[config.mk]
export PLATFORM = sky130hd
export DESIGN_NAME = spi_master_engine
export DESIGN_NICKNAME = d
export VERILOG_FILES = /design/src/rtl/spim_pkg.sv /design/src/rtl/spim_baud_gen.sv /design/src/rtl/spim_tx_queue.sv /design/src/rtl/spim_shift_core.sv /design/src/rtl/spim_rx_buf.sv /design/src/rtl/spi_master_engine.sv
export SDC_FILE = /design/constraint.sdc
export NUM_CORES = 1
export LEC_CHECK = 0
export ABC_AREA = 1
export BUFFER_PORTS_ARGS = -buffer_cell sky130_fd_sc_hd__clkbuf_2
export CAP_MARGIN = 20
export CELL_PAD_IN_SITES_DETAIL_PLACEMENT = 1
export CELL_PAD_IN_SITES_GLOBAL_PLACEMENT = 2
export CORE_UTILIZATION = 33
export DETAILED_ROUTE_END_ITERATION = 7
export PLACE_DENSITY = 0.83
export SYNTH_ARGS = -nofsm -noshare
export SYNTH_HDL_FRONTEND = slang
export SYNTH_HIERARCHICAL = 1
export SYNTH_SLANG_ARGS = --single-unit
[constraint.sdc]
create_clock -name clk -period 3.1 [get_ports clk]
set_input_delay 0.31 -clock clk [delete_from_list [all_inputs] [get_ports clk]]
set_output_delay 0.31 -clock clk [all_outputs]
set_load 0.005 [all_outputs]
[src/rtl/spim_pkg.sv]
// spim_pkg: types shared by the serial master engine.
// Assumes nothing beyond IEEE 1800-2017 packages.
package spim_pkg;

    // Shifter activity.
    typedef enum logic {
        XF_IDLE  = 1'b0,
        XF_SHIFT = 1'b1
    } xfer_state_t;

    // Line configuration, grouped so the core takes it as one input.
    typedef struct packed {
        logic cpol;
        logic cpha;
        logic lsb_first;
    } line_cfg_t;

endpackage

[src/rtl/spim_baud_gen.sv]
// spim_baud_gen: produces one tick every (divisor+1) cycles while run is high.
// Each tick marks one serial clock half-period. The counter is held at zero
// while idle, so the first tick comes divisor+1 cycles after run rises.
// Assumes divisor is kept stable during a transfer.
module spim_baud_gen #(
    parameter int DIV_W = 12
) (
    input  logic             clk,
    input  logic             rst_n,
    input  logic             run,
    input  logic [DIV_W-1:0] divisor,
    output logic             tick
);

    logic [DIV_W-1:0] cnt_q;

    // Tick when the half-period count reaches the divisor.
    always_comb tick = run && (cnt_q == divisor);

    // Count cycles within a half-period; restart on tick or idle.
    always_ff @(posedge clk) begin
        if (!rst_n) begin
            cnt_q <= '0;
        end else if (!run || tick) begin
            cnt_q <= '0;
        end else begin
            cnt_q <= cnt_q + 1'b1;
        end
    end

    // a tick is always followed by a restarted count.
    assert_restart_after_tick_R2: assert property (@(posedge clk) disable iff (!rst_n)
        tick |=> (cnt_q == '0));

endmodule

[src/rtl/spim_tx_queue.sv]
// spim_tx_queue: one-entry transmit holding register.
// A write strobe fills it. A take from the shifter empties it. A write in the
// same cycle as a take keeps it full with the new byte, and the shifter
// gets the old one. Assumes the host writes only when it wants to replace
// or fill the entry.
module spim_tx_queue #(
    parameter int DATA_W = 8
) (
    input  logic              clk,
    input  logic              rst_n,
    input  logic              wr_en,
    input  logic [DATA_W-1:0] wr_data,
    input  logic              take,
    output logic              full,
    output logic [DATA_W-1:0] q_data
);

    // Hold the queued byte and its occupancy.
    always_ff @(posedge clk) begin
        if (!rst_n) begin
            full   <= 1'b0;
            q_data <= '0;
        end else if (wr_en) begin
            full   <= 1'b1;
            q_data <= wr_data;
        end else if (take) begin
            full <= 1'b0;
        end
    end

    // the shifter takes only an occupied entry.
    assert_take_needs_byte_R6: assert property (@(posedge clk) disable iff (!rst_n)
        take |-> full);

    // a take with no write leaves the entry empty.
    assert_empty_after_take_R6: assert property (@(posedge clk) disable iff (!rst_n)
        (take && !wr_en) |=> !full);

endmodule

[src/rtl/spim_shift_core.sv]
// spim_shift_core: transfer control for one byte at a time.
// Counts 2*DATA_W serial half-periods per byte, drives sck and mosi, samples
// miso on the edge selected by cpha, and reports the completed receive byte.
// Loads the next queued byte on the final half-period tick, so bytes follow
// each other without a gap. Assumes DATA_W is a power of two and that
// cfg is changed only while idle.
module spim_shift_core
    import spim_pkg::*;
#(
    parameter int DATA_W = 8
) (
    input  logic              clk,
    input  logic              rst_n,
    input  logic              tx_en,
    input  line_cfg_t         cfg,
    input  logic              q_full,
    input  logic [DATA_W-1:0] q_data,
    output logic              take,
    input  logic              tick,
    output logic              run,
    output logic              sck,
    output logic              mosi,
    input  logic              miso,
    output logic              commit,
    output logic [DATA_W-1:0] commit_data,
    output logic              tx_done
);

    localparam int EDGES = 2 * DATA_W;
    localparam int ECW   = $clog2(EDGES);
    localparam int BW    = $clog2(DATA_W);

    xfer_state_t       state_q;
    logic [ECW-1:0]    edge_q;
    logic              sck_ph_q;
    logic [DATA_W-1:0] hold_q;
    logic [DATA_W-1:0] rx_sr_q;
    logic [BW-1:0]     bit_k;
    logic              last_edge;
    logic              lead;
    logic              sample_now;
    logic              setup_now;

    // Map the transfer-order index to a physical bit position.
    function automatic logic [BW-1:0] phys(input logic [BW-1:0] k, input logic lsb);
        return lsb ? k : (BW'(DATA_W - 1) - k);
    endfunction

    // Decode the half-period counter into bit index and edge kind.
    always_comb begin
        bit_k      = edge_q[ECW-1:1];
        lead       = ~edge_q[0];
        last_edge  = (edge_q == ECW'(EDGES - 1));
        run        = (state_q == XF_SHIFT);
        sample_now = run && tick && (lead ^ cfg.cpha);
        setup_now  = run && tick && !(lead ^ cfg.cpha);
        take       = tx_en && q_full && (!run || (tick && last_edge));
        commit     = run && tick && last_edge;
        sck        = cfg.cpol ^ sck_ph_q;
    end

    // Sequence the byte: start on take, toggle sck phase on every tick.
    always_ff @(posedge clk) begin
        if (!rst_n) begin
            state_q  <= XF_IDLE;
            edge_q   <= '0;
            sck_ph_q <= 1'b0;
        end else if (take) begin
            state_q  <= XF_SHIFT;
            edge_q   <= '0;
            sck_ph_q <= 1'b0;
        end else if (run && tick) begin
            sck_ph_q <= ~sck_ph_q;
            edge_q   <= edge_q + 1'b1;
            if (last_edge) begin
                state_q <= XF_IDLE;
            end
        end
    end

    // Keep a copy of the byte being sent.
    always_ff @(posedge clk) begin
        if (!rst_n) begin
            hold_q <= '0;
        end else if (take) begin
            hold_q <= q_data;
        end
    end

    // Drive mosi: preload for cpha=0, otherwise change on setup edges.
    always_ff @(posedge clk) begin
        if (!rst_n) begin
            mosi <= 1'b0;
        end else if (take && !cfg.cpha) begin
            mosi <= q_data[phys('0, cfg.lsb_first)];
        end else if (setup_now) begin
            if (cfg.cpha) begin
                mosi <= hold_q[phys(bit_k, cfg.lsb_first)];
            end else if (!last_edge) begin
                mosi <= hold_q[phys(bit_k + 1'b1, cfg.lsb_first)];
            end
        end
    end

    // Capture miso on sample edges into its transfer-order position.
    always_ff @(posedge clk) begin
        if (!rst_n) begin
            rx_sr_q <= '0;
        end else if (sample_now) begin
            rx_sr_q[phys(bit_k, cfg.lsb_first)] <= miso;
        end
    end

    // Completed byte; with cpha=1 the final sample lands on the last tick.
    always_comb begin
        commit_data = rx_sr_q;
        if (cfg.cpha) begin
            commit_data[phys(bit_k, cfg.lsb_first)] = miso;
        end
    end

    // Flag the end of transmission when nothing follows.
    always_ff @(posedge clk) begin
        if (!rst_n) begin
            tx_done <= 1'b0;
        end else if (take) begin
            tx_done <= 1'b0;
        end else if (commit) begin
            tx_done <= 1'b1;
        end
    end

    // sck rests at the polarity level while idle.
    assert_idle_level_R3: assert property (@(posedge clk) disable iff (!rst_n)
        !run |-> (sck == cfg.cpol));

    // mosi holds across a sample edge.
    assert_mosi_steady_on_sample_R4: assert property (@(posedge clk) disable iff (!rst_n)
        (sample_now && !take) |=> $stable(mosi));

    // transmission is never reported finished while shifting.
    assert_done_only_idle_R7: assert property (@(posedge clk) disable iff (!rst_n)
        tx_done |-> !run);

    // with transmit disabled an idle shifter stays idle.
    assert_tx_gate_R10: assert property (@(posedge clk) disable iff (!rst_n)
        (!tx_en && !run) |=> !run);

endmodule

[src/rtl/spim_rx_buf.sv]
// spim_rx_buf: receive holding register with a ready flag.
// Stores each committed byte when receive is enabled. The flag clears on a
// read strobe, and a commit in the same cycle wins.
// Assumes commits are at least two cycles apart.
module spim_rx_buf #(
    parameter int DATA_W = 8
) (
    input  logic              clk,
    input  logic              rst_n,
    input  logic              rx_en,
    input  logic              commit,
    input  logic [DATA_W-1:0] commit_data,
    input  logic              rd_strobe,
    output logic [DATA_W-1:0] rd_data,
    output logic              rx_ready
);

    // Latch received bytes and track whether the host has read them.
    always_ff @(posedge clk) begin
        if (!rst_n) begin
            rd_data  <= '0;
            rx_ready <= 1'b0;
        end else if (commit && rx_en) begin
            rd_data  <= commit_data;
            rx_ready <= 1'b1;
        end else if (rd_strobe) begin
            rx_ready <= 1'b0;
        end
    end

    // the ready flag holds until read.
    assert_ready_holds_R8: assert property (@(posedge clk) disable iff (!rst_n)
        (rx_ready && !rd_strobe) |=> rx_ready);

    // nothing becomes ready while receive is disabled.
    assert_rx_off_quiet_R9: assert property (@(posedge clk) disable iff (!rst_n)
        !rx_en |=> !$rose(rx_ready));

endmodule

[src/rtl/spi_master_engine.sv]
// spi_master_engine: full-duplex serial master with a queued transmit byte.
// Ties together the baud generator, the transmit queue, the shifter and the
// receive register. Assumes line configuration and divisor are changed only
// while no transfer is active.
module spi_master_engine
    import spim_pkg::*;
#(
    parameter int DATA_W = 8,
    parameter int DIV_W  = 12
) (
    input  logic              clk,
    input  logic              rst_n,
    input  logic              tx_en,
    input  logic              rx_en,
    input  logic              cpol,
    input  logic              cpha,
    input  logic              lsb_first,
    input  logic [DIV_W-1:0]  divisor,
    input  logic              wr_valid,
    input  logic [DATA_W-1:0] wr_data,
    input  logic              rd_strobe,
    output logic [DATA_W-1:0] rd_data,
    output logic              txbuf_empty,
    output logic              tx_done,
    output logic              rx_ready,
    output logic              sck,
    output logic              mosi,
    input  logic              miso
);

    line_cfg_t         cfg;
    logic              tick;
    logic              run;
    logic              take;
    logic              q_full;
    logic [DATA_W-1:0] q_data;
    logic              commit;
    logic [DATA_W-1:0] commit_data;

    // Group the line settings.
    always_comb begin
        cfg.cpol      = cpol;
        cfg.cpha      = cpha;
        cfg.lsb_first = lsb_first;
        txbuf_empty   = !q_full;
    end

    spim_baud_gen #(.DIV_W(DIV_W)) u_baud (
        .clk     (clk),
        .rst_n   (rst_n),
        .run     (run),
        .divisor (divisor),
        .tick    (tick)
    );

    spim_tx_queue #(.DATA_W(DATA_W)) u_txq (
        .clk     (clk),
        .rst_n   (rst_n),
        .wr_en   (wr_valid),
        .wr_data (wr_data),
        .take    (take),
        .full    (q_full),
        .q_data  (q_data)
    );

    spim_shift_core #(.DATA_W(DATA_W)) u_core (
        .clk         (clk),
        .rst_n       (rst_n),
        .tx_en       (tx_en),
        .cfg         (cfg),
        .q_full      (q_full),
        .q_data      (q_data),
        .take        (take),
        .tick        (tick),
        .run         (run),
        .sck         (sck),
        .mosi        (mosi),
        .miso        (miso),
        .commit      (commit),
        .commit_data (commit_data),
        .tx_done     (tx_done)
    );

    spim_rx_buf #(.DATA_W(DATA_W)) u_rxb (
        .clk         (clk),
        .rst_n       (rst_n),
        .rx_en       (rx_en),
        .commit      (commit),
        .commit_data (commit_data),
        .rd_strobe   (rd_strobe),
        .rd_data     (rd_data),
        .rx_ready    (rx_ready)
    );

    // reset leaves the queue empty.
    assert_reset_empty_R1: assert property (@(posedge clk)
        !rst_n |=> txbuf_empty);

endmodule

==> results_dict.tcl, run 1 <==
set metrics [dict create \
    status "finished, final reports clean" \
    finalPower_mw 1.342 \
    p_comb_share_pct 9.8 \
    power.internal_mw 1.017 \
    num_rows 34 \
    crit_buf_inv 3 \
    critical_path_arrival_ns 2.41 \
    powerDensity_nw_per_um2 400.0 \
    die_area_um2 9334 \
    max_slew_margin_pct 52.53 \
    io_buffers 42 \
    grt_pass1_vias 2682 \
    regArea_um2 1081 \
    drtAntennaViolNets 0 \
    post_cts.repair.setup_buffers 0 \
    cap_violations 0 \
    period_minus_slack_ns 2.209 \
    finalNetCount 527 \
    hold_violations 0 \
    synth.distinct_cells 32 \
    grt_use_total_pct 15.75 \
    slowest_delay_ns 0.34 \
    ys_seq_area_share_pct 36.59 \
    timing.final.ws_setup_ns 0.8910 \
    p_leak_nw 1.632 \
    rsz0062_at_grt "false" \
    cp-start-kind "flop" \
    synth_edf_count 0 \
    final_cells 602 \
    multiInputGateArea_um2 1539 \
    final_util_pct 38.67 \
    insertion_delay_ns 0.30 \
    setup_violations 0 \
    syn_inst 454 \
    drive_gt1_share_pct 14.78 \
    cp_max_fo 6 \
    grt_start_max_net_pins 39 \
    ys.flop_type "dfxtp_1" \
    postCtsHoldBufs 0 \
    placed_area_um2 3243 \
    synth_common_cells "nand2_1, inv_1, nor2_1, dfxtp_1, nand3_1" \
    synth_fp_nets 487 \
    stdcell_area_um2 3356 \
    first_pass_iters 4 \
    yosysTopAreaCell "dfxtp_1" \
    drc 0 \
    pre_cts_slack_ns 0.8833 \
    min_period_over_period_pct 71.26 \
    place.detailed.hpwl_um 5437 \
    n_fill_cell 1191 \
    hold_path_class "input port to flop" \
    cts.sinks 54 \
    avgSynthCellArea_um2 6.507 \
    globalRoute.totalOverflow 0 \
    diodes 0 \
    hold_slack_ns 0.2260 \
    grt_pass1_wl_um 12410 \
    root_buffer "clkbuf_8" \
    async_flop_share_pct 0 \
    path_delay_family "simple AND/OR/NAND/NOR gates" \
    cts_max_level 2 \
    crit_chain "inv_1 -> nand2_1 -> nand2_1 -> nand2_1 -> nor2_1 -> nand3_2 -> nor2_1 -> nand2_1 -> inv_1 -> nand2_1 -> o21ai_0 -> nand2_1 -> inv_1 -> nand2_1 -> nor2_1 -> nor2_1" \
    vias_per_cell 4.573 \
    synth_top_cells_by_area "dfxtp_1, nand2_1, inv_1" \
    antenna_found_initial 0 \
    core-area_um2 8678 \
    ioPinCount 43 \
    crit_type "flop to flop" \
    cp_slowest_cell "dfxtp_1" \
    power_frac_seq_pct 53.7 \
    fmax_ghz 0.4527 \
    post_cts_resize_count 0 \
    skew_ns 0.008575 \
    fin_setup_tns_ns 0 \
    drtIter0Drc 66 \
    cp.required_ns 3.30 \
    worst_setup_path_end_kind "flop" \
    tightest_slew_ns 0.7121 \
    area_growth_pct 13.60 \
    route.vias.total 2753 \
    power.switching_mw 0.3255 \
    start_util_pct 34.04 \
    p_clk_share_pct 36.5 \
    wl_per_cell_um 11.72 \
    cp_common_cell "nand2_1" \
    synth_top_area_share_pct 36.59 \
    cts_tree "done" \
    die_w_um 96.62 \
    cts_buffers 5 \
    wl_um 7055 \
    clock_path_buffers 2 \
    swShare_pct 24.25 \
    synth.most_common_cell "nand2_1" \
    dp_cells 595 \
    vdd_drop_max_mv 0.2190 \
    yosys_warnings 6 \
    synth_area_um2 2954 \
    cts.reportedPaths.clkPinSlew_ns 0.10 \
    die_h_um 96.62 \
    place_congestion 0.8072 \
    drv_slew 0 \
    ys_ff_latch 54 \
]
cell usage in the layout, fill, tap and decap left out, types with 3 or more instances in the layout:
master and n:
a21oi_1 10, clkbuf_2 42, clkbuf_8 6, dfxtp_1 54
ha_1 3, inv_1 70, inv_2 3, nand2_1 132
nand2_2 6, nand3_1 29, nor2_1 56, nor2_2 6
o211ai_1 8, o21ai_0 27, o21ai_1 8, xnor2_1 5
xor2_1 12
worst register-to-register path: cells and delay by family, from the launching register on:
| kind | cells | cell delay, ns |
|---|---|---|
| AND/OR/NAND/NOR | 12 | 1.15 |
| buffers and inverters | 3 | 0.38 |
| flip-flops | 1 | 0.34 |
| AO/OA/AOI/OAI | 1 | 0.25 |
power groups by stage:
stage	registers, mW	clock network, mW	logic (mW)
floorplan	0.734	0	0.0875
global route	0.724	0.537	0.154
global placement	0.737	0	0.133
detailed placement	0.737	0	0.134
finish	0.721	0.490	0.132
CTS	0.721	0.512	0.135
flip-flops by register name, summed over array words and instances (netlist names):
name / count
u_rxb/rx_ready: 1
u_core/sck_ph_q: 1
u_rxb/rd_data: 8
u_core/run: 1
u_core/edge_q: 4
u_baud/cnt_q: 12
u_txq/full: 1
u_core/tx_done: 1
u_txq/q_data: 8
u_core/mosi: 1
u_core/rx_sr_q: 8
u_core/hold_q: 8
final timing paths:
kind	start	endpoint	slack (ns)	cells past startpoint
worst max-delay path	u_baud/cnt_q[5]$_SDFF_PP0_	u_core/mosi$_SDFFE_PN0P_	0.89	16
worst min-delay path	wr_data[1]	u_txq/q_data[1]$_SDFFE_PN0P_	0.23	3
worst max register to register	u_baud/cnt_q[5]$_SDFF_PP0_	u_core/mosi$_SDFFE_PN0P_	0.89	16
worst min register to register	u_rxb/rx_ready$_SDFFE_PN0P_	u_rxb/rx_ready$_SDFFE_PN0P_	0.47	2
final cells by class:
class,count,area share [%]
tap,108,4.027
clock buffer,6,2.461
sequential,54,32.21
inverter,74,8.277
timing repair buffer,42,6.264
clock inverter,1,0.8949
multi-input combinational,317,45.86
cells by family after synthesis:
| kind of cell | share of synthesized area, % |
|---|---|
| and+or+nand+nor | 34.22 |
| buffers and inverters | 11.31 |
| AOI/OAI and AO/OA | 11.01 |
| DFF | 36.59 |
| xor gates and xnor gates | 5.591 |
| adders and majority gates | 1.271 |
layer usage:
metal	track usage (%)	routed length (um)
met1	22.28	3714
met2	25.57	3109
met3	2.673	205
met4	2.411	26
met5	0	0
Note: power is estimated with default switching activity, not from simulation.
==> run 2: changes to the inputs <==
- ABC_AREA: 1 -> 0
- CORE_UTILIZATION: 33 -> 32
- PLACE_DENSITY: 0.83 -> 0.75
- clock period: 3.1 -> 1.9 ns (I/O delays scaled with it)
==> results_dict.tcl, run 2 <==
set metrics [dict create \
    route.vias.total 2887 \
    ys_ff_latch 54 \
    cp.required_ns 2.10 \
    clock_path_buffers 2 \
    antenna_found_initial 0 \
    cts_max_level 2 \
    timing.final.ws_setup_ns -0.1148 \
    cts_tree "done" \
    crit_type "flop to flop" \
    status "finished with violations" \
    use_met3_pct 2.373 \
    worst_setup_path_end_kind "flop" \
    core-area_um2 9819 \
    final_cells 571 \
    num_rows 36 \
    async_flop_share_pct 0 \
    place.detailed.hpwl_um 6021 \
    cp-start-kind "flop" \
    final_cell_mix "dfxtp_1, clkbuf_2, buf_4" \
    period_minus_slack_ns 2.015 \
    place_congestion 0.7825 \
    ys.flop_type "dfxtp_1" \
    crit_chain "xnor2_2 -> nand4_1 -> nor4_4 -> nand4_1 -> a21o_4 -> o2111a_1 -> o21ai_2 -> nand3_1" \
    drc 0 \
    grt_use_total_pct 16.88 \
    synth_fp_nets 403 \
    regArea_um2 1091 \
    die_h_um 103.1 \
    cp_slowest_cell "nor4_4" \
    die_w_um 103.1 \
    area_growth_pct 26.10 \
    pre_cts_slack_ns -0.2220 \
    path_delay_family "simple AND/OR/NAND/NOR gates" \
    cap_violations 0 \
    first_pass_iters 4 \
    largest_reg_flops 12 \
    vias_per_cell 5.056 \
    finalNetCount 470 \
    stdcell_area_um2 4123 \
    fmax_ghz 0.4963 \
    multiInputGateArea_um2 2122 \
    wl_um 8541 \
    syn_inst 370 \
    synth_top_area_share_pct 33.07 \
    globalRoute.totalOverflow 0 \
    cts_buffers 5 \
    hold_violations 0 \
    gr-usage-met1_pct 22.38 \
    powerDensity_nw_per_um2 530.5 \
    yosysTopAreaCell "dfxtp_1" \
    vdd_drop_max_mv 0.4295 \
    rsz0062_at_grt "true" \
    p_leak_nw 1.692 \
    ioPinCount 43 \
    drive_gt1_share_pct 34.02 \
    cts.sinks 54 \
    synth_edf_count 0 \
    grt_start_max_net_pins 30 \
    io_buffers 42 \
    synth_common_cells "dfxtp_1, nand2_1, mux2i_1, nor2b_1, nor2_1" \
    grt.busiest_layer "met2" \
    r2r_slack_ns -0.11 \
    power.switching_mw 0.5341 \
    max_slew_margin_pct 69.54 \
    crit_buf_inv 0 \
    cts.reportedPaths.clkPinSlew_ns 0.10 \
    p_comb_share_pct 10.4 \
    n_fill_cell 1206 \
    cp_max_fo 4 \
    synth_area_um2 3269 \
    root_buffer "clkbuf_8" \
    critical_path_arrival_ns 2.22 \
    power_frac_seq_pct 53.1 \
    placed_area_um2 3769 \
    hold_slack_ns 0.1387 \
    power.internal_mw 1.653 \
    drtIter0Drc 82 \
    use_met2_pct 28.92 \
    cp_common_cell "nand4_1" \
    diodes 0 \
    setup_violations 28 \
    die_area_um2 10630 \
    wl_per_cell_um 14.96 \
    synth.most_common_cell "dfxtp_1" \
    yosys_warnings 6 \
    insertion_delay_ns 0.31 \
    min_period_over_period_pct 106.0 \
    tightest_slew_ns 0.4568 \
    p_clk_share_pct 36.5 \
    avgSynthCellArea_um2 8.836 \
    grt_pass1_wl_um 14110 \
    synth.distinct_cells 58 \
    violations "negative setup slack" \
    ys_seq_area_share_pct 33.07 \
    grt_pass1_vias 2917 \
    swShare_pct 24.42 \
    hold_path_class "input port to flop" \
    drtAntennaViolNets 0 \
    dp_cells 554 \
    skew_ns 0.006546 \
    final_common_cell "dfxtp_1" \
    start_util_pct 33.30 \
    top_register "u_baud/cnt_q" \
    synth_top_cells_by_area "dfxtp_1, mux2i_1, nand2_1" \
    drv_slew 0 \
    slowest_delay_ns 0.39 \
]
run 2: changes by cell type after synthesis, moves of 10 or more:
| cell | before | now |
|---|---|---|
| nand2_1 | 132 | 39 |
| inv_1 | 70 | 8 |
| nor2_1 | 56 | 20 |
| mux2i_1 | 0 | 24 |
| nor2b_1 | 0 | 23 |
| nand3_1 | 29 | 11 |
| nand4_1 | 1 | 16 |
| o21ai_0 | 27 | 12 |
| xnor2_1 | 5 | 15 |
run 2: cell type report:
cell class	count	area share, %
Tap cell	133	4.036
Inverter	9	0.9408
Multi-Input combinational cell	281	51.47
Timing Repair Buffer	86	14.36
Clock inverter	3	1.062
Sequential cell	54	26.46
Clock buffer	5	1.669
run 2: worst register-to-register path, stage by stage, from the launching register on:
cell and delay (ns):
dfxtp_2 0.35, xnor2_2 0.14, nand4_1 0.18, nor4_4 0.39, nand4_1 0.23, a21o_4 0.31, o2111a_1 0.15, o21ai_2 0.07
nand3_1 0.08
run 2: path summary, 6_finish.rpt:
kind	to	startpoint	cells after the start
max	u_core/mosi$_SDFFE_PN0P_	u_baud/cnt_q[10]$_SDFF_PP0_	8
min	u_txq/q_data[2]$_SDFFE_PN0P_	wr_data[2]	3
max reg2reg	u_core/mosi$_SDFFE_PN0P_	u_baud/cnt_q[10]$_SDFF_PP0_	8
min reg2reg	u_core/hold_q[4]$_SDFFE_PN0P_	u_txq/q_data[4]$_SDFFE_PN0P_	2
run 2: cells by family (layout without fill, tap and decap cells):
group | after synthesis | in the layout | share of synthesized area [%]
compound gates | 69 | 69 | 15.54
xor+xnor | 29 | 29 | 7.769
fa+ha+maj | 3 | 3 | 1.148
buf+inv | 36 | 103 | 7.233
flops | 54 | 54 | 33.07
mux | 33 | 33 | 10.45
simple gates | 146 | 147 | 24.80
run 2: stage by stage:
| stage | TNS (ns) | util [%] | total power [mW] |
|---|---|---|---|
| 2_1_floorplan | -0.4583 | - | 1.318 |
| 3_3_place_gp | -1.443 | 38.38 | 1.391 |
| 3_5_place_dp | -3.346 | 38.38 | 1.394 |
| 4_1_cts | -0.7868 | 40.79 | 2.216 |
| 5_1_grt | -6.458 | 41.99 | 2.288 |
| 6_report | -1.542 | 41.99 | 2.187 |
run 2: what timing repair did:
| action | CTS | global route |
|---|---|---|
| setup endpoints to repair | 33 | 33 |
| gates resized for setup | 25 | 28 |
| cloned | 2 | 0 |
| hold buffers | 0 | 0 |
| pin swaps | 9 | 22 |
| buffers inserted | 4 | 3 |
run 2: per-layer routing:
| metal | up-vias | wire length [um] |
|---|---|---|
| li1 | 1458 | - |
| met1 | 1388 | 4063 |
| met2 | 36 | 4210 |
| met3 | 5 | 198 |
| met4 | 0 | 69 |
| met5 | - | 0 |
run 2: power by group through the flow:
| stage | clock, mW | sequential [mW] | combinational (mW) |
|---|---|---|---|
| after floorplan | 0 | 1.18 | 0.134 |
| after global placement | 0 | 1.19 | 0.203 |
| after detailed placement | 0 | 1.19 | 0.206 |
| after CTS | 0.839 | 1.16 | 0.215 |
| after global routing | 0.876 | 1.16 | 0.248 |
| final | 0.799 | 1.16 | 0.226 |
